[config.mk]
export PLATFORM = sky130hd
export DESIGN_NAME = dsadc_ctrl
export DESIGN_NICKNAME = d
export VERILOG_FILES = /design/src/rtl/dsadc_pkg.sv /design/src/rtl/dsadc_sync.sv /design/src/rtl/dsadc_counter.sv /design/src/rtl/dsadc_seq.sv /design/src/rtl/dsadc_ctrl.sv
export SDC_FILE = /design/constraint.sdc
export NUM_CORES = 1
export LEC_CHECK = 0
export BUFFER_PORTS_ARGS = -buffer_cell sky130_fd_sc_hd__buf_2
export CORE_MARGIN = 2
export CORE_UTILIZATION = 40
export DETAILED_ROUTE_END_ITERATION = 12
export GPL_ROUTABILITY_DRIVEN = 1
export MAX_ROUTING_LAYER = met4
export REMOVE_ABC_BUFFERS = 1
export SYNTH_ARGS = -nofsm -noshare
export SYNTH_HDL_FRONTEND = slang
export SYNTH_SLANG_ARGS = --single-unit
[constraint.sdc]
create_clock -name clk_i -period 5.1 [get_ports clk_i]
set_clock_uncertainty 0.2 [all_clocks]
set_input_delay 0.765 -clock clk_i [delete_from_list [all_inputs] [get_ports clk_i]]
set_output_delay 0.765 -clock clk_i [all_outputs]
set_load 0.02 [all_outputs]
[src/rtl/dsadc_pkg.sv]
package dsadc_pkg;
  typedef enum logic [1:0] {
    ST_IDLE  = 2'd0,
    ST_INTEG = 2'd1,
    ST_DEINT = 2'd2
  } dsadc_state_e;
endpackage

[src/rtl/dsadc_sync.sv]
module dsadc_sync #(
  parameter int STAGES = 2
) (
  input  logic clk_i,
  input  logic rst_ni,
  input  logic d_i,
  output logic q_o
);
  logic [STAGES-1:0] ff_q;

  always_ff @(posedge clk_i or negedge rst_ni) begin
    if (!rst_ni) ff_q <= '0;
    else         ff_q <= {ff_q[STAGES-2:0], d_i};
  end

  assign q_o = ff_q[STAGES-1];
endmodule

[src/rtl/dsadc_counter.sv]
module dsadc_counter #(
  parameter int CNT_W = 8
) (
  input  logic             clk_i,
  input  logic             rst_ni,
  input  logic             clr_i,
  input  logic             en_i,
  output logic [CNT_W-1:0] cnt_o,
  output logic             phase_o,
  output logic             last_o
);
  localparam logic [CNT_W-1:0] CNT_MAX = '1;

  logic [CNT_W-1:0] cnt_q;
  logic             phase_q;

  assign last_o = (cnt_q == CNT_MAX);

  always_ff @(posedge clk_i or negedge rst_ni) begin
    if (!rst_ni) begin
      cnt_q   <= '0;
      phase_q <= 1'b0;
    end else if (clr_i) begin
      cnt_q   <= '0;
      phase_q <= 1'b0;
    end else if (en_i) begin
      cnt_q <= cnt_q + 1'b1;  // natural wrap ends the input window
      if (last_o && !phase_q) phase_q <= ~phase_q;
    end
  end

  assign cnt_o   = cnt_q;
  assign phase_o = phase_q;
endmodule

[src/rtl/dsadc_seq.sv]
module dsadc_seq
  import dsadc_pkg::*;
#(
  parameter int CNT_W = 8
) (
  input  logic             clk_i,
  input  logic             rst_ni,
  input  logic             start_i,
  input  logic             cmp_s_i,
  input  logic [CNT_W-1:0] cnt_i,
  input  logic             last_i,
  output logic             clr_o,
  output logic             en_o,
  output logic             int_rst_o,
  output logic [CNT_W-1:0] result_o,
  output logic             done_o,
  output logic             ovr_o
);
  dsadc_state_e state_q, state_d;
  logic [CNT_W-1:0] result_q;
  logic             done_q, ovr_q;
  logic             finish;

  // de-integrate ends on comparator trip or at the top count
  assign finish = (state_q == ST_DEINT) && (!cmp_s_i || last_i);

  always_comb begin
    state_d = state_q;
    unique case (state_q)
      ST_IDLE:  if (start_i) state_d = ST_INTEG;
      ST_INTEG: if (last_i)  state_d = ST_DEINT;
      ST_DEINT: if (finish)  state_d = ST_IDLE;
      default:               state_d = ST_IDLE;
    endcase
  end

  assign clr_o     = (state_q == ST_IDLE) || finish;
  assign en_o      = (state_q == ST_INTEG) || ((state_q == ST_DEINT) && !finish);
  assign int_rst_o = (state_q == ST_IDLE);

  always_ff @(posedge clk_i or negedge rst_ni) begin
    if (!rst_ni) begin
      state_q  <= ST_IDLE;
      result_q <= '0;
      done_q   <= 1'b0;
      ovr_q    <= 1'b0;
    end else begin
      state_q <= state_d;
      done_q  <= finish;
      if (finish) begin
        result_q <= cnt_i;
        ovr_q    <= cmp_s_i;  // still high at top count = overrange
      end
    end
  end

  assign result_o = result_q;
  assign done_o   = done_q;
  assign ovr_o    = ovr_q;
endmodule

[src/rtl/dsadc_ctrl.sv]
module dsadc_ctrl #(
  parameter int CNT_W       = 8,
  parameter int SYNC_STAGES = 2
) (
  input  logic             clk_i,
  input  logic             rst_ni,
  input  logic             start_i,
  input  logic             cmp_i,
  output logic             sel_ref_o,
  output logic             int_rst_o,
  output logic [CNT_W-1:0] result_o,
  output logic             done_o,
  output logic             ovr_o
);
  logic             cmp_s;
  logic             cnt_clr, cnt_en, cnt_last, phase;
  logic [CNT_W-1:0] cnt;

  dsadc_sync #(.STAGES(SYNC_STAGES)) u_sync (
    .clk_i  (clk_i),
    .rst_ni (rst_ni),
    .d_i    (cmp_i),
    .q_o    (cmp_s)
  );

  dsadc_counter #(.CNT_W(CNT_W)) u_cnt (
    .clk_i   (clk_i),
    .rst_ni  (rst_ni),
    .clr_i   (cnt_clr),
    .en_i    (cnt_en),
    .cnt_o   (cnt),
    .phase_o (phase),
    .last_o  (cnt_last)
  );

  dsadc_seq #(.CNT_W(CNT_W)) u_seq (
    .clk_i     (clk_i),
    .rst_ni    (rst_ni),
    .start_i   (start_i),
    .cmp_s_i   (cmp_s),
    .cnt_i     (cnt),
    .last_i    (cnt_last),
    .clr_o     (cnt_clr),
    .en_o      (cnt_en),
    .int_rst_o (int_rst_o),
    .result_o  (result_o),
    .done_o    (done_o),
    .ovr_o     (ovr_o)
  );

  assign sel_ref_o = phase;
endmodule

== After elaboration in Yosys (flattened, before gate mapping) ==
Cells that the tools add are included.
Storage, ports and cells
  logic and storage cells: 38
  input bits: 4
  register bits after elaboration: 23
  output and inout port bits: 12
Cells by class
  reductions and logical operators: 14
  bitwise gates (word level): 1
  mux-type cells: 9
  add/sub/neg operators: 1
  equal/unequal tests: 6
Operators with widths (number)
  8-bit two-way mux: 2
  8-bit by 1-bit adder with 8-bit output, second input constant: 1
  8-bit == test, second input constant: 1
  2-bit two-way mux: 3
  2-bit case mux with 3 select lines: 1
  2-bit inequality test, second input constant: 2
  2-bit nonzero test: 2
  1-bit logical AND: 3
  1-bit logical NOT: 3
  1-bit logical OR: 3
  1-bit two-way mux: 3
  3-bit AND reduction: 1
  2-bit by 1-bit == test with 1-bit output, second input constant: 1
  2-bit == test, second input constant: 1
  2-bit logical NOT: 1
  2-bit by 1-bit inequality test with 1-bit output, second input constant: 1
  2-bit AND reduction: 1
  1-bit NOT: 1

== Longest topological paths before layout ==
  depth after elaboration: 8
  gate-level depth with buffers: 5
  depth with buffers taken out: 5

== By module ==
From an unflattened synthesis, not the netlist that was laid out.
Unflattened totals
  cell total of the unflattened synthesis: 79
  area, all modules: 980.9 um^2
By module, submodules not included
  dsadc_seq: cells each 36, area each 511.7 um^2, seq. area each 300.3 um^2, instances 1
  dsadc_counter: cells each 41, area each 419.2 um^2, seq. area each 225.2 um^2, instances 1
  dsadc_sync: cells each 2, area each 50.0 um^2, seq. area each 50.0 um^2, instances 1

== Worst setup path before layout ==
Ideal clock, no wire load.
  kind: register to output
  from: register u_seq.state_q[1]
  to: output port int_rst_o
  path slack: 3290 ps
  arrival time: 845 ps
  cell stages (with the launch flop): 3
  required time: 4135 ps
  buffers on the path: 1
  cells stage by stage: dfrtp_1 > buf_2 > nor2_1
Between the ends
  longest elaborated chain between the ends: 1
Ends and longest elaborated chain
  start: declaration: line dsadc_seq.sv:19  | dsadc_state_e state_q, state_d;
  start signal: assignment: line dsadc_seq.sv:48  | state_q <= state_d;
  2-bit logical NOT: line dsadc_seq.sv:39  | assign int_rst_o = (state_q == ST_IDLE);
  end: declaration: line dsadc_ctrl.sv:10  | output logic int_rst_o,
Every way passes these cells.

== Final worst setup path ==
Ends and elaborated chain as after synthesis.

==> summary by stage <==
Routing
In the routed design, unresolved DRC markers number 0. The total wire length after detailed routing is 1660 um. The number of iterations in the first detailed-routing pass is 4.

Using the TritonRoute via totals, the vias-per-cell ratio works out to 4.86. The total via count after detailed routing is roughly 650. The number of antenna-violating nets in the routed design is 0. Dividing the detail-routed wire length by the instance count gives between 10 and 15 um. The detailed router finished its first iteration with 4 violations.

Timing
The setup total negative slack is 0 ns. The worst relative slew slack is between 60% and 70%. Setup repair after global routing left no endpoint under its margin. Setup violations remaining at the end of the flow were counted as 0.

The top achievable clock speed is ~470 MHz. The post-layout minimum cycle time is 2.13 ns. The number of max-slew violations in the final report was 0. In the post-route analysis, the smallest setup slack over all paths is 2.97 ns.

The count of endpoints failing hold in the final timing report was 0. Across all hold checks on the routed design, the worst slack comes to 0.163 ns. The final worst-path cycle share is 41.7%.

For the pin with the worst max-slew slack, the measured transition is about 0.5 ns.

Setup path
For the worst setup path, the data arrival time is 1.16 ns. The worst setup path is captured at a primary output. The nature of the critical path startpoint is a register. The start point of the critical path is u_seq.state_q[1]$_DFFE_PN0P_. The worst setup path is of the reg2out kind. The required time at the worst-slack endpoint is about 4.1 ns. The worst reg2reg path startpoint is u_cnt.cnt_o[0]$_DFFE_PN0P_. The maximum fanout along the worst path is 12.

Logic synthesis
After Yosys synthesis, XOR and XNOR cells account for 5.07% of the synthesized area. By area, the combinational part of the netlist is dominated by simple AND/OR/NAND/NOR gates. The cell with the most instances after synthesis is sky130_fd_sc_hd__dfrtp_1. The sequential cell area fraction in the yosys report is 55.6%. Summing the areas of all compound-gate instances in the mapped netlist gives under 10% of the synthesized area. During synthesis, Yosys emitted a total of 0 warnings.

Synthesis inferred 23 register bits. sky130_fd_sc_hd__dfrtp_1 takes more of the synthesized area than any other cell. The number of enable-type register cells in the synthesized netlist is 0. The synthesized design devotes to its leading area cell type a little under three fifths of total area.

By count the netlist is led by sky130_fd_sc_hd__dfrtp_1, sky130_fd_sc_hd__nor2_1, sky130_fd_sc_hd__mux2_4, sky130_fd_sc_hd__nand2_1. The post-synthesis cell area is 1040 sq um. Counting every instance in the synthesized netlist gives 86. The post-synthesis cell type count is 27.

Summing the areas of all fa, ha and maj instances in the mapped netlist gives 1.21% of the synthesized area. Of all flip-flops after synthesis, the portion carrying an async set or reset was 100%. By area the synthesized netlist is led by sky130_fd_sc_hd__dfrtp_1, sky130_fd_sc_hd__mux2_4, sky130_fd_sc_hd__nor2_1, sky130_fd_sc_hd__nand2_1, sky130_fd_sc_hd__xnor2_1. The post-synthesis simple-gate area fraction is 16.4%. The prevailing post-synth register cell is sky130_fd_sc_hd__dfrtp_1. The mux cell area share after synthesis is 11.6%. The average instance in the mapped netlist occupies 12.0 sq um.

Hold path
In this run the most critical hold path is launched from u_sync.ff_q[0]$_DFF_PN0_. The class of the tightest hold or removal check is reg2reg.

Floorplanning
The die outline width is 54.9 um. The site row count is 18. In this run the vertical extent of the chip is 54.9 um. The core region is ~2500 sq um.

Once the floorplan was initialized, standard cells occupied 42.2% of the core. The floorplan step defined a die boundary enclosing ~3000 sq um. Pin placement for this block handled 16 I/O pins.

Place
The final RePlAce weighted congestion is between 0.7 and 0.8. The number of I/O port buffers is 15. Detailed placement finished with a half-perimeter wire length of 1200 um. The setup slack after placement is around 3.2 ns.

Power
In this run the power density over the cells is 353 nW/um^2. VDD sags by at most 196 uV. The leakage power of the design is 0.607 nW.

Finish
The final layout net count is about 110. Compared with the post-synthesis result, the final layout area differs by 12.6%. The final antenna diode count is 0.

The proportion of layout cells with a drive suffix above 1 is 32.0%.

Global route
The largest net degree at the start of global routing is 24. The overall track demand over capacity in global routing is 13.8%. Summed over all layers, the global routing overflow is 0. The number of global-route vias before repair is 636. The initial antenna violation count is 0.

The first-pass GRT wire length is 2830 um.

Clocking
The longest clock path from root to sink contains 2 buffers. TritonCTS built the clock tree. The post-cts gate resize count is 0. Buffers added to address setup during post-CTS repair amount to 0.

Counting every sink on the clock net gives 23. CTS built an H-tree with a depth of 1. The number of buffers created by CTS is 3. After clock tree synthesis, the clock-pin slew on the worst setup and hold paths is 0.13 ns. The clock latency on the worst-skew pair is around 0.30 ns.

The count of hold-fix buffers inserted at cts is 0. The clock tree root driver cell is sky130_fd_sc_hd__clkbuf_4.

Status
The flow ran to the end, and the final reports show no timing, DRC or antenna violations.

Job
The tool flagged a number of max-cap violations equal to 0.
routing by layer:
| metal | vias up | routed length [um] | share of wire, % | global-route usage [%] |
|---|---|---|---|---|
| li1 | 329 | - | - | - |
| met1 | 306 | 830 | 50 | 18.2 |
| met2 | 10 | 743 | 45 | 20.2 |
| met3 | 2 | 66 | 4.0 | 3.23 |
| met4 | 0 | 15 | 0.91 | 6.10 |
| met5 | - | 0 | 0 | - |
per-stage QoR:
stage | instance area (sq um) | power (mW) | util (%) | cells
global placement | 1140 | 0.334 | 46.4 | 129
global route | 1170 | 0.448 | 47.5 | 133
detailed placement | 1140 | 0.335 | 46.4 | 129
finish | 1170 | 0.412 | 47.5 | 133
CTS | 1170 | 0.419 | 47.5 | 133
floorplan | 1030 | 0.310 | - | 84
cells by family after synthesis:
| logic type | after synthesis |
|---|---|
| compound gates | 10 |
| xor+xnor | 6 |
| fa+ha+maj | 1 |
| buf+inv | 3 |
| flops | 23 |
| mux | 8 |
| simple gates | 35 |
state kept, by name, summed over array words and instances, names as in the netlist:
| signal | count |
|---|---|
| u_cnt.cnt_o | 8 |
| u_seq.result_o | 8 |
| u_seq.state_q | 2 |
| u_sync.ff_q | 2 |
| u_cnt.phase_o | 1 |
| u_seq.done_o | 1 |
| u_seq.ovr_o | 1 |
layout by cell type (no fill, tap or decap):
master	netlist	layout
sky130_fd_sc_hd__and3_2	1	1
sky130_fd_sc_hd__o311ai_1	1	1
sky130_fd_sc_hd__a21oi_1	2	2
sky130_fd_sc_hd__nand2_1	8	8
sky130_fd_sc_hd__inv_1	1	1
sky130_fd_sc_hd__nand4_2	1	1
sky130_fd_sc_hd__a31oi_4	1	1
sky130_fd_sc_hd__a21bo_2	1	1
sky130_fd_sc_hd__a211oi_1	1	1
sky130_fd_sc_hd__nor3_1	2	2
sky130_fd_sc_hd__a31oi_1	1	1
sky130_fd_sc_hd__buf_2	2	15
sky130_fd_sc_hd__clkbuf_4	0	3
sky130_fd_sc_hd__dfrtp_1	23	23
sky130_fd_sc_hd__nand2_4	1	1
sky130_fd_sc_hd__o21ai_1	1	1
sky130_fd_sc_hd__or2_1	1	1
sky130_fd_sc_hd__nand4_1	2	2
sky130_fd_sc_hd__nand2b_1	1	1
sky130_fd_sc_hd__and2b_1	1	1
sky130_fd_sc_hd__xnor2_1	3	3
sky130_fd_sc_hd__mux2_4	8	8
sky130_fd_sc_hd__ha_1	1	1
sky130_fd_sc_hd__clkinv_2	0	1
sky130_fd_sc_hd__xor2_1	3	3
sky130_fd_sc_hd__o22ai_1	1	1
sky130_fd_sc_hd__nor2_1	15	15
sky130_fd_sc_hd__nand3_1	2	2
sky130_fd_sc_hd__o21ai_4	1	1
layout make-up:
class	instances	area, sq um
Clock buffer	3	22.5
Fill cell	230	1290
Timing Repair Buffer	15	75.1
Multi-Input combinational cell	60	447
Sequential cell	23	576
Inverter	1	3.75
Tap cell	30	37.5
Clock inverter	1	5.00
power breakdown:
group / switching, mW / internal (mW) / total (mW)
combinational: 0.0402 / 0.0410 / 0.0812
clock: 0.0533 / 0.0292 / 0.0825
sequential: 0.0387 / 0.209 / 0.248
path summary, 6_finish.rpt:
| path | end | slack, ns | cells past startpoint |
|---|---|---|---|
| worst max-delay path | int_rst_o | 2.97 | 2 |
| worst min-delay path | u_sync.ff_q[1]$_DFF_PN0_ | 0.16 | 0 |
| worst max register to register | u_seq.result_o[5]$_DFFE_PN0P_ | 3.22 | 5 |
| worst min register to register | u_sync.ff_q[1]$_DFF_PN0_ | 0.16 | 0 |
| max in group asynchronous | u_cnt.cnt_o[2]$_DFFE_PN0P_ | 4.15 | 1 |
| min in group asynchronous | u_seq.result_o[1]$_DFFE_PN0P_ | 0.20 | 1 |
worst max-delay path, cell delays in order (launching register included):
cell and delay, ns:
sky130_fd_sc_hd__dfrtp_1 0.54, sky130_fd_sc_hd__nor2_1 0.14, sky130_fd_sc_hd__buf_2 0.17
Power figures use the tool's default switching activity.
